===== config.mk =====
export PLATFORM = sky130hd
export DESIGN_NAME = simm_cfg_decode
export DESIGN_NICKNAME = d
export VERILOG_FILES = /design/src/rtl/simm_pkg.sv /design/src/rtl/simm_portregs.sv /design/src/rtl/simm_bankmap.sv /design/src/rtl/simm_addrdec.sv /design/src/rtl/simm_cfg_decode.sv
export SDC_FILE = /design/constraint.sdc
export NUM_CORES = 1
export LEC_CHECK = 0
export ABC_AREA = 1
export ABC_CLOCK_PERIOD_IN_PS = 3800
export BUFFER_PORTS_ARGS = -buffer_cell sky130_fd_sc_hd__buf_2
export CAP_MARGIN = 20
export CORE_UTILIZATION = 54
export DETAILED_ROUTE_END_ITERATION = 10
export PLACE_DENSITY_LB_ADDON = 0.25
export SLEW_MARGIN = 10
export SYNTH_ARGS = -nofsm -noshare
export SYNTH_HDL_FRONTEND = slang
export SYNTH_SLANG_ARGS = --single-unit

===== constraint.sdc =====
create_clock -name clk -period 3.8 [get_ports clk]
set_clock_uncertainty 0.05 [all_clocks]
set_input_delay 0.38 -clock clk [delete_from_list [all_inputs] [get_ports clk]]
set_output_delay 0.38 -clock clk [all_outputs]
set_load 0.01 [all_outputs]

===== src/rtl/simm_pkg.sv =====
package simm_pkg;
  localparam int DATA_W = 8;

  typedef logic [DATA_W-1:0] io_byte_t;

  // Module size in 8 MB units: a large module spans four units.
  function automatic int unsigned units_of(input logic big);
    return big ? 4 : 1;
  endfunction

  // Chained start of a slot write: slot 1 always starts at zero.
  function automatic int unsigned chain_start(input int unsigned slot,
                                              input int unsigned prev_end);
    return (slot <= 1) ? 0 : prev_end;
  endfunction
endpackage


===== src/rtl/simm_portregs.sv =====
module simm_portregs
  import simm_pkg::*;
#(
  parameter int NUM_SOCK  = 6,
  parameter int END_W     = 5,
  parameter int IO_AW     = 12,
  parameter logic [IO_AW-1:0] PORT_ID   = 12'h803,
  parameter logic [IO_AW-1:0] PORT_PRES = 12'h804,
  parameter logic [IO_AW-1:0] PORT_SIZE = 12'h820,
  parameter logic [IO_AW-1:0] PORT_PAR  = 12'h841
) (
  input  logic                clk,
  input  logic                rst_n,
  input  logic [NUM_SOCK-1:0] strap_present,
  input  logic [NUM_SOCK-1:0] strap_big,
  input  logic [IO_AW-1:0]    io_addr,
  input  logic                io_rd,
  input  logic                io_wr,
  input  io_byte_t            io_wdata,
  output io_byte_t            io_rdata,
  output logic                slot_wr,
  output logic [DATA_W-END_W-1:0] slot_idx,
  output logic [END_W-1:0]    slot_end,
  output logic [END_W-1:0]    slot_start
);
  localparam int SLOT_W = DATA_W - END_W;
  localparam int NSLOT  = 1 << SLOT_W;

  logic [END_W-1:0]  end_q [NSLOT];
  logic [SLOT_W-1:0] rd_idx;

  // Named events for checks
  logic pres_rd, size_rd, par_rd, undef_rd;
  assign pres_rd  = io_rd && (io_addr == PORT_PRES);
  assign size_rd  = io_rd && (io_addr == PORT_SIZE);
  assign par_rd   = io_rd && (io_addr == PORT_PAR);
  assign undef_rd = io_rd && (io_addr != PORT_ID) && (io_addr != PORT_PRES)
                    && (io_addr != PORT_SIZE) && (io_addr != PORT_PAR);

  assign slot_wr  = io_wr && (io_addr == PORT_SIZE);
  assign slot_idx = io_wdata[DATA_W-1:END_W];
  assign slot_end = io_wdata[END_W-1:0];

  always_comb begin
    slot_start = '0;
    if (slot_idx != '0)
      slot_start = END_W'(chain_start(int'(slot_idx),
                                      int'(end_q[slot_idx - SLOT_W'(1)])));
  end

  always_ff @(posedge clk) begin
    if (!rst_n) begin
      rd_idx <= '0;
    end else if (pres_rd) begin
      rd_idx <= '0;
    end else if (size_rd) begin
      rd_idx <= rd_idx + SLOT_W'(1);
    end
  end

  for (genvar g = 0; g < NSLOT; g++) begin : g_slot
    always_ff @(posedge clk) begin
      if (!rst_n)
        end_q[g] <= '0;
      else if (slot_wr && (slot_idx == SLOT_W'(g)))
        end_q[g] <= slot_end;
    end
  end

  always_comb begin
    io_rdata = '1;
    unique case (io_addr)
      PORT_ID: begin
        io_rdata = '0;
        io_rdata[NUM_SOCK-1:0] = strap_present & strap_big;
      end
      PORT_PRES: begin
        io_rdata = '1;
        io_rdata[NUM_SOCK-1:0] = ~strap_present;
      end
      PORT_SIZE: begin
        io_rdata = '0;
        io_rdata[END_W-1:0] = end_q[rd_idx];
      end
      PORT_PAR: io_rdata = io_byte_t'(1);
      default:  io_rdata = '1;
    endcase
  end

  AST_IDX_CLEAR: assert property (@(posedge clk) disable iff (!rst_n)
    pres_rd |=> (rd_idx == '0));
  AST_IDX_STEP: assert property (@(posedge clk) disable iff (!rst_n)
    size_rd |=> (rd_idx == $past(rd_idx) + SLOT_W'(1)));
  AST_PARITY_CLEAN: assert property (@(posedge clk) disable iff (!rst_n)
    par_rd |-> (io_rdata == io_byte_t'(1)));
  AST_PRES_TOP_ONES: assert property (@(posedge clk) disable iff (!rst_n)
    pres_rd |-> (io_rdata[DATA_W-1:NUM_SOCK] == '1));
  AST_UNDEF_READ: assert property (@(posedge clk) disable iff (!rst_n)
    undef_rd |-> (io_rdata == '1));
  AST_IDX_HOLD: assert property (@(posedge clk) disable iff (!rst_n)
    (!io_rd) |=> $stable(rd_idx));
endmodule


===== src/rtl/simm_bankmap.sv =====
module simm_bankmap
  import simm_pkg::*;
#(
  parameter int NUM_SOCK = 6,
  parameter int END_W    = 5,
  parameter int SLOT_W   = 3
) (
  input  logic                clk,
  input  logic                rst_n,
  input  logic [NUM_SOCK-1:0] strap_present,
  input  logic [NUM_SOCK-1:0] strap_big,
  input  logic                auto_cfg,
  input  logic                slot_wr,
  input  logic [SLOT_W-1:0]   slot_idx,
  input  logic [END_W-1:0]    slot_end,
  input  logic [END_W-1:0]    slot_start,
  output logic [NUM_SOCK-1:0] sock_en,
  output logic [END_W-1:0]    sock_base [NUM_SOCK]
);
  // Contiguous reset layout: running sum of populated module sizes
  logic [END_W-1:0] auto_base [NUM_SOCK];
  always_comb begin
    logic [END_W-1:0] acc;
    acc = '0;
    for (int i = 0; i < NUM_SOCK; i++) begin
      auto_base[i] = acc;
      if (strap_present[i])
        acc = acc + END_W'(units_of(strap_big[i]));
    end
  end

  logic [NUM_SOCK-1:0] sock_hit_wr;
  for (genvar g = 0; g < NUM_SOCK; g++) begin : g_sock
    assign sock_hit_wr[g] = slot_wr && (slot_idx == SLOT_W'(g + 1))
                            && strap_present[g];
    always_ff @(posedge clk) begin
      if (!rst_n) begin
        sock_en[g]   <= auto_cfg && strap_present[g];
        sock_base[g] <= auto_cfg ? auto_base[g] : '0;
      end else if (sock_hit_wr[g]) begin
        sock_en[g]   <= (slot_end != slot_start);
        sock_base[g] <= slot_start;
      end
    end

    AST_WR_BASE: assert property (@(posedge clk) disable iff (!rst_n)
      sock_hit_wr[g] |=> (sock_base[g] == $past(slot_start)));
  end

  AST_EMPTY_OFF: assert property (@(posedge clk) disable iff (!rst_n)
    (sock_en & ~strap_present) == '0);
  AST_EDGE_SLOT: assert property (@(posedge clk) disable iff (!rst_n)
    (slot_wr && (slot_idx == '0 || slot_idx == SLOT_W'(NUM_SOCK + 1)))
    |=> $stable(sock_en));
endmodule


===== src/rtl/simm_addrdec.sv =====
module simm_addrdec
  import simm_pkg::*;
#(
  parameter int NUM_SOCK  = 6,
  parameter int END_W     = 5,
  parameter int UNIT_LOG2 = 23,
  parameter int ADDR_W    = END_W + UNIT_LOG2
) (
  input  logic [ADDR_W-1:0]   phys_addr,
  input  logic [NUM_SOCK-1:0] sock_en,
  input  logic [END_W-1:0]    sock_base [NUM_SOCK],
  input  logic [NUM_SOCK-1:0] strap_big,
  output logic [NUM_SOCK-1:0] sock_sel,
  output logic [ADDR_W-1:0]   sock_off,
  output logic                no_hit
);
  localparam int EXT_W = ADDR_W + 1;

  logic [EXT_W-1:0]    lo [NUM_SOCK];
  logic [EXT_W-1:0]    hi [NUM_SOCK];
  logic [NUM_SOCK-1:0] match;

  for (genvar g = 0; g < NUM_SOCK; g++) begin : g_win
    assign lo[g] = EXT_W'(sock_base[g]) << UNIT_LOG2;
    assign hi[g] = lo[g] + (EXT_W'(units_of(strap_big[g])) << UNIT_LOG2);
    assign match[g] = sock_en[g] && (EXT_W'(phys_addr) >= lo[g])
                      && (EXT_W'(phys_addr) < hi[g]);
  end

  // Highest-numbered matching socket wins
  always_comb begin
    sock_sel = '0;
    sock_off = '0;
    for (int i = 0; i < NUM_SOCK; i++) begin
      if (match[i]) begin
        sock_sel = '0;
        sock_sel[i] = 1'b1;
        sock_off = ADDR_W'(EXT_W'(phys_addr) - lo[i]);
      end
    end
  end
  assign no_hit = (match == '0);

  always_comb begin
    AST_SEL_ENABLED: assert ((sock_sel & ~sock_en) == '0);
    AST_SEL_ONEHOT: assert ($onehot0(sock_sel));
  end
endmodule


===== src/rtl/simm_cfg_decode.sv =====
module simm_cfg_decode
  import simm_pkg::*;
#(
  parameter int NUM_SOCK  = 6,
  parameter int END_W     = 5,
  parameter int UNIT_LOG2 = 23,
  parameter int ADDR_W    = END_W + UNIT_LOG2,
  parameter int IO_AW     = 12
) (
  input  logic                clk,
  input  logic                rst_n,
  input  logic [NUM_SOCK-1:0] strap_present,
  input  logic [NUM_SOCK-1:0] strap_big,
  input  logic                auto_cfg,
  input  logic [IO_AW-1:0]    io_addr,
  input  logic                io_rd,
  input  logic                io_wr,
  input  logic [7:0]          io_wdata,
  output logic [7:0]          io_rdata,
  input  logic [ADDR_W-1:0]   phys_addr,
  output logic [NUM_SOCK-1:0] sock_sel,
  output logic [ADDR_W-1:0]   sock_off,
  output logic                no_hit
);
  localparam int SLOT_W = DATA_W - END_W;

  logic                slot_wr;
  logic [SLOT_W-1:0]   slot_idx;
  logic [END_W-1:0]    slot_end;
  logic [END_W-1:0]    slot_start;
  logic [NUM_SOCK-1:0] sock_en;
  logic [END_W-1:0]    sock_base [NUM_SOCK];

  simm_portregs #(.NUM_SOCK(NUM_SOCK), .END_W(END_W), .IO_AW(IO_AW)) u_regs (
    .clk(clk), .rst_n(rst_n),
    .strap_present(strap_present), .strap_big(strap_big),
    .io_addr(io_addr), .io_rd(io_rd), .io_wr(io_wr),
    .io_wdata(io_wdata), .io_rdata(io_rdata),
    .slot_wr(slot_wr), .slot_idx(slot_idx),
    .slot_end(slot_end), .slot_start(slot_start)
  );

  simm_bankmap #(.NUM_SOCK(NUM_SOCK), .END_W(END_W), .SLOT_W(SLOT_W)) u_map (
    .clk(clk), .rst_n(rst_n),
    .strap_present(strap_present), .strap_big(strap_big),
    .auto_cfg(auto_cfg),
    .slot_wr(slot_wr), .slot_idx(slot_idx),
    .slot_end(slot_end), .slot_start(slot_start),
    .sock_en(sock_en), .sock_base(sock_base)
  );

  simm_addrdec #(.NUM_SOCK(NUM_SOCK), .END_W(END_W), .UNIT_LOG2(UNIT_LOG2),
                 .ADDR_W(ADDR_W)) u_dec (
    .phys_addr(phys_addr), .sock_en(sock_en), .sock_base(sock_base),
    .strap_big(strap_big),
    .sock_sel(sock_sel), .sock_off(sock_off), .no_hit(no_hit)
  );

  AST_NOHIT_CONSISTENT: assert property (@(posedge clk) disable iff (!rst_n)
    no_hit |-> (sock_sel == '0 && sock_off == '0));
  AST_ID_TOP_ZERO: assert property (@(posedge clk) disable iff (!rst_n)
    (io_rd && io_addr == IO_AW'(12'h803)) |-> (io_rdata[7:NUM_SOCK] == '0));
endmodule


==> results of run 1 <==
## per-layer routing
metal | global-route usage, % | wire length, um
met1 | 33.4 | 8480
met2 | 47.9 | 9470
met3 | 3.97 | 1290
met4 | 12.5 | 633
met5 | 0 | 10
## registers in the layout, summed over array words and instances (netlist names), named ones only
signal	count
u_map.sock_base	30
u_regs.rd_idx	3
u_regs.end_q	40
u_map.sock_en	6
## what timing repair did
action / CTS / global route
endpoints found under the setup margin: 0 / 23
buffers inserted: 0 / 5
endpoints found under the hold margin: 0 / 0
gates resized for setup: 0 / 1
## layout by cell type (no fill, tap or decap), types with 4 or more instances in the layout
cell	netlist	routed
inv_1	135	135
nand2_1	217	217
o21ai_1	4	4
fa_1	6	6
nor2_2	5	4
nand2_2	5	5
nor2_4	3	4
xnor2_1	10	10
clkinv_1	5	6
nand3_1	57	57
o221ai_1	16	16
o211ai_1	6	6
nand3b_1	6	6
nor3_1	16	16
dfxtp_1	11	11
o2111ai_1	4	4
clkbuf_16	0	9
buf_2	1	107
nand4_1	12	12
o21ai_0	73	73
ha_1	89	89
xor2_1	28	28
inv_2	7	7
buf_4	5	8
a21oi_1	67	67
clkinv_2	1	4
nor2_1	138	138
edfxtp_1	71	71
## metrics by stage
| stage | std cells | area, um2 | setup slack (ns) | total power [uW] | hold slack (ns) |
|---|---|---|---|---|---|
| finish | 1350 | 8860 | 0.322 | 2890 | 0.306 |
| global route | 1350 | 8860 | 0.0502 | 3100 | 0.322 |
| CTS | 1345 | 8800 | 0.141 | 2850 | 0.297 |
| detailed placement | 1329 | 8540 | 0.201 | 2090 | 0.435 |
| global placement | 1329 | 8540 | 0.226 | 2080 | 0.429 |
| floorplan | 1061 | 7900 | 0.571 | 1820 | 0.396 |
## worst reg2reg max path, stage by stage, from the launching register on
cell,delay [ns]
edfxtp_1,0.39
nor2_1,0.11
nor2_1,0.05
o21ai_0,0.10
o211ai_1,0.16
nand3_1,0.16
nand2_1,0.06
nand2_1,0.06
nand2_1,0.06
nor2_1,0.08
nand2_1,0.06
nand2_2,0.16
nand2_1,0.08
## power breakdown
group / total (uW) / leakage [uW] / internal, uW / switching, uW
clock: 771 / 0.000126 / 436 / 335
sequential: 1080 / 0.000785 / 1040 / 39.4
combinational: 1040 / 0.00334 / 413 / 629
total: 2890 / 0.00425 / 1890 / 1000
## final cells by class
type	instances	area [um2]
flip-flops and latches	82	2350
fillers	1281	5240
clock buffers	10	229
multi-input cells	806	4830
well taps	180	225
repair buffers	116	616
inverters	150	572
clock inverters	6	33.8
## kinds of logic after synthesis
group	Yosys count	share of synthesized area (%)
and+or+nand+nor	483	27.3
buffers and inverters	173	9.11
xor gates and xnor gates	39	4.42
DFF	82	29.8
AOI/OAI and AO/OA	189	13.8
adders and majority gates	95	15.6
## worst paths after layout
check	endpoint	slack, ns	startpoint
max	sock_off[10]	0.32	u_map.sock_base[7]
min	u_map.sock_en[0]	0.31	strap_present[0]
max reg2reg	u_map.sock_en[5]	1.98	u_regs.end_q[3][1]
min reg2reg	u_regs.rd_idx[1]	0.44	u_regs.rd_idx[1]
==> results.yml, run 1 <==
synth:
  synth_top_area_share_pct: 27.0
  yosysTopAreaCell: "edfxtp_1"
  synth_nets: 1221
  synth_warnings: 0
  synth_ff_type: "edfxtp_1"
  synthTopCellsByArea: "edfxtp_1 (27%), ha_1 (14%), nand2_1 (10%), nor2_1 (6.6%), inv_1 (6.4%)"
  syn_inst: 1061
  syn-cell-area_um2: 7900
  ys_types: 57
  synthArstFlopShare_pct: 0
  synth_commonest_cells: "nand2_1 (217), nor2_1 (138), inv_1 (135)"
  synth_seq_area_share_pct: 29.8
  post_synth.cell_area_avg_um2: 7.44
  ys_ff_latch: 82
  synth.most_common_cell: "nand2_1"
  synth-edff-count: 71
sta:
  worstMarginPinSlew_ns: 0.846
  period_share_pct: 91.5
  hold_viol: 0
  slew_violations: 0
  fmax_mhz: 288
  setup_viol: 0
  fin_crit_ns: 3.48
  setup_tns_ns: 0
  rsz0062_at_grt: "no"
  slew_headroom_pct: 43.0
layout:
  antenna_cells: 0
  drive_gt1_share_pct: 15.2
  final_nets: 1325
  fin_util_pct: 62.8
  area.growth.synth_to_final_pct: 12.2
flow_run:
  cap_violations: 0
worst_setup_path:
  end_kind: "output pin"
  cp.depth: 16
  cp_cell_sequence: "ha_1 > nand3_1 > nand2_1 > nand2_1 > nand2_1 > ha_1 > a21oi_1 > o21ai_1 > nor2_1 > nand3_1 > nand2_4 > nor2_4 > buf_12 > buf_4 > a21oi_1 > buf_2"
  cp_max_fo: 11
  arrival_ns: 3.05
  reg2reg_depth: 12
  cpLargestDelayFamily: "simple AND/OR/NAND/NOR gates"
  cp_common_cell: "nand2_1"
  start_kind: "flop"
  worst-setup-path-type: "flop to output pin"
  max_stage_delay_ns: 0.40
  worst_ep_required_time_ns: 3.37
  worstPathBufferInverterCount: 3
  critPathSlowestCell: "edfxtp_1"
global_route:
  grt_start_max_net_pins: 26
  grt_pass1_wl_um: 31900
  global_route.usage.total_pct: 27.4
  grt_pass1_vias: 6815
  antenna_found_initial: 1
  grt_overflow: 0
clocking:
  postCtsHoldBufs: 0
  clk_latency_ns: 0.34
  cts_made_buffers: 9
  clockBufferDepth: 2
  cts_tree: "yes"
  root_buffer: "clkbuf_16"
  clk_pin_slew_ns: 0.06
  cts_sinks: 82
  h-tree-depth: 3
power_and_ir_drop:
  cellPowerDensity_nw_per_um2: 327
  ir_drop_v: 0.000302
  p_leak_uw: 0.00425
routing:
  viasPerCell: 5.52
  drtPass1Iterations: 5
  drt_iter0_markers: 508
  wl_per_cell_um: 14.7
  via_count: 7452
  route.detailed.drc: 0
  wirelength_um: 19900
  antenna_left: 0
floorplanning:
  start_util_pct: 56.0
  core_region_area_um2: 14100
  core.rowCount: 43
  io_pins: 108
  chipHeight_um: 123
  dieArea_um2: 15100
  die_x_um: 123
outcome:
  status: "finished, final reports clean"
place:
  dp_hpwl_um: 15900
  gp_congestion: 0.931
  port_buffers: 107
min_path:
  whs_path_depth: 3
  hold_path.class: "input pin to flop"
Note: power is estimated with default switching activity, not from simulation.
==> run 2: changes to the inputs <==
--- a/config.mk
+++ b/config.mk
@@ -5,12 +5,12 @@
 export SDC_FILE = /design/constraint.sdc
 export NUM_CORES = 1
 export LEC_CHECK = 0
-export ABC_AREA = 1
 export ABC_CLOCK_PERIOD_IN_PS = 3800
 export BUFFER_PORTS_ARGS = -buffer_cell sky130_fd_sc_hd__buf_2
 export CAP_MARGIN = 20
 export CORE_UTILIZATION = 54
 export DETAILED_ROUTE_END_ITERATION = 10
+export HOLD_SLACK_MARGIN = 0.03
 export PLACE_DENSITY_LB_ADDON = 0.25
 export SLEW_MARGIN = 10
 export SYNTH_ARGS = -nofsm -noshare
==> results.yml, run 2 <==
flow_run:
  cap_violations: 0
global_route:
  global_route.usage.total_pct: 27.5
  grt_pass1_wl_um: 30400
  grt_overflow: 0
  grt_start_max_net_pins: 31
  grt_pass1_vias: 6558
  antenna_found_initial: 0
synth:
  synth_ff_type: "edfxtp_1"
  ys_ff_latch: 82
  synth-compound-area-share_pct: 13.7
  syn_inst: 761
  synth_adder_area_share_pct: 16.9
  post_synth.cell_area_avg_um2: 9.59
  synth_mux_area_share_pct: 8.09
  synthSimpleGateAreaFrac_pct: 18.4
  synth_nets: 921
  synth_seq_area_share_pct: 32.2
  synth_commonest_cells: "ha_1 (89), edfxtp_1 (71), inv_1 (67)"
  synth_top_family_by_area: "simple AND/OR/NAND/NOR gates"
  synth-edff-count: 71
  synth_xor_area_share_pct: 6.00
  synth.most_common_cell: "ha_1"
  yosysTopAreaCell: "edfxtp_1"
  synthTopCellsByArea: "edfxtp_1 (29%), ha_1 (15%), mux4_2 (6.2%), xnor2_1 (4.2%), and2_1 (3.9%)"
  syn-cell-area_um2: 7300
  ys_types: 62
  synthArstFlopShare_pct: 0
  synth_top_area_share_pct: 29.2
  synth_warnings: 0
clocking:
  cts_made_buffers: 9
  h-tree-depth: 3
  cts_sinks: 82
  root_buffer: "clkbuf_16"
  cts_tree: "yes"
  clk_pin_slew_ns: 0.06
  clk_latency_ns: 0.35
  clockBufferDepth: 2
min_path:
  hold_start: "io_rd"
  whs_path_depth: 3
  hold_path.class: "input pin to flop"
worst_setup_path:
  reg2reg_from: "u_regs.end_q[3][1]"
  worst-setup-path-type: "flop to output pin"
  worst_ep_required_time_ns: 3.37
  max_stage_delay_ns: 0.41
  start_kind: "flop"
  end_kind: "output pin"
  cp_common_cell: "ha_2"
  reg2reg_depth: 7
  cp.depth: 14
  critPathSlowestCell: "or4_1"
  cp_max_fo: 4
  rrSetupSlack_ns: 1.45
  cpLargestDelayFamily: "compound AO/OA/AOI/OAI gates"
  r2r_end: "u_map.sock_en[4]"
  cp_cell_sequence: "ha_2 > ha_2 > a21oi_2 > nor2_1 > xnor2_1 > ha_1 > a21oi_1 > o31ai_1 > a221o_2 > buf_4 > o2111ai_2 > o211ai_1 > or4_1 > buf_2"
  arrival_ns: 3.31
  worstPathBufferInverterCount: 2
outcome:
  status: "finished, final reports clean"
layout:
  instances_no_fill: 1072
  area.growth.synth_to_final_pct: 19.3
  drive_gt1_share_pct: 23.3
  final_nets: 1051
  antenna_cells: 0
  layout_common_cells: "buf_2 (107), ha_1 (84), edfxtp_1 (71)"
  largest_reg_flops: 40
  largest-register: "u_regs.end_q"
  layout_commonest_cell: "buf_2"
  top_regs: "u_regs.end_q x40, u_map.sock_base x30, u_map.sock_en x6"
floorplanning:
  core.rowCount: 42
  io_pins: 108
  start_util_pct: 55.3
  dieArea_um2: 14000
  die_x_um: 118
  chipHeight_um: 118
  core_region_area_um2: 13200
routing:
  route.detailed.drc: 0
  wirelength_um: 18900
  wl_per_cell_um: 17.6
  viasPerCell: 5.95
  via_count: 6376
  drtPass1Iterations: 5
  drt_iter0_markers: 413
  antenna_left: 0
place:
  dp_hpwl_um: 15100
  gp_congestion: 0.939
  dp.cells: 1045
  dp_slack_ns: -0.0959
  port_buffers: 107
sta:
  fmax_mhz: 268
  setup_viol: 0
  slew_violations: 0
  slew_headroom_pct: 43.3
  fin_crit_ns: 3.74
  period_share_pct: 98.4
  worstMarginPinSlew_ns: 0.841
  hold_viol: 0
  fin_ws_ns: 0.0621
  rsz0062_at_grt: "yes"
power_and_ir_drop:
  ir_drop_v: 0.000258
  cellPowerDensity_nw_per_um2: 356
  p_leak_uw: 0.00377
==> run 2: layout make-up <==
class,count,area (um2)
timing repair buffer,138,785
sequential,82,2350
multi-input combinational,593,4750
inverter,67,251
clock inverter,3,40.0
tap,176,220
fill,1034,4490
clock buffer,13,303
==> run 2: how the worst max path moves through the flow <==
stage                                    end                 from  slack (ns)
after floorplan           u_map.sock_base[3]         strap_big[0]        0.25
after global placement    u_map.sock_base[3]         strap_big[0]        0.02
after detailed placement  u_map.sock_base[3]         strap_big[0]        -0.1
after CTS                       sock_off[23]   u_map.sock_base[5]       0.005
after global routing            sock_off[23]  u_map.sock_base[10]       -0.05
final                           sock_off[23]   u_map.sock_base[5]        0.06
==> run 2: power breakdown <==
part	total (uW)	switching, uW	internal (uW)
Sequential	1080	36.8	1040
Clock	968	346	622
Combinational	1050	580	470
Total	3100	963	2130
==> run 2: repair_timing <==
action | CTS | global route
endpoints found under the setup margin | 2 | 8
resized for setup | 4 | 27
hold buffers | 0 | 0
setup buffers | 5 | 6
pin swaps | 4 | 17
endpoints found under the hold margin | 0 | 0
==> run 2: cells by family (layout without fill, tap and decap cells) <==
family / Yosys count / in the layout
adders and majority gates: 95 / 95
muxes: 34 / 34
and+or+nand+nor: 255 / 255
xor gates and xnor gates: 50 / 50
DFF: 82 / 82
buffers and inverters: 86 / 221
AOI/OAI and AO/OA: 159 / 159
==> run 2: metrics by stage <==
stage | util (%) | hold slack (ns) | power, uW | setup TNS, ns | area (um2)
after global placement | 61.7 | 0.396 | 2020 | 0 | 8140
after CTS | 64.7 | 0.330 | 3040 | 0 | 8540
final | 66.0 | 0.330 | 3100 | 0 | 8700
after global routing | 66.0 | 0.350 | 3240 | -0.103 | 8700
after detailed placement | 61.7 | 0.402 | 2070 | -0.114 | 8140
after floorplan | - | 0.380 | 1720 | 0 | 7300
==> run 2: worst register-to-register path: stages, from the launching register on <==
cell and delay, ns:
edfxtp_1 0.42, mux4_2 0.50, mux2i_1 0.15, nor2_1 0.09
xor2_1 0.17, o41ai_1 0.37, buf_4 0.22, o21ai_0 0.10
==> run 2: metal layers <==
metal / vias to the layer above / wire length, um / share of wire, % / global-route usage, %
li1: 3027 / - / - / -
met1: 3014 / 7250 / 38 / 30.1
met2: 255 / 9730 / 51 / 49.7
met3: 80 / 1060 / 5.6 / 4.10
met4: 0 / 864 / 4.6 / 17.5
met5: - / 0 / 0 / 0
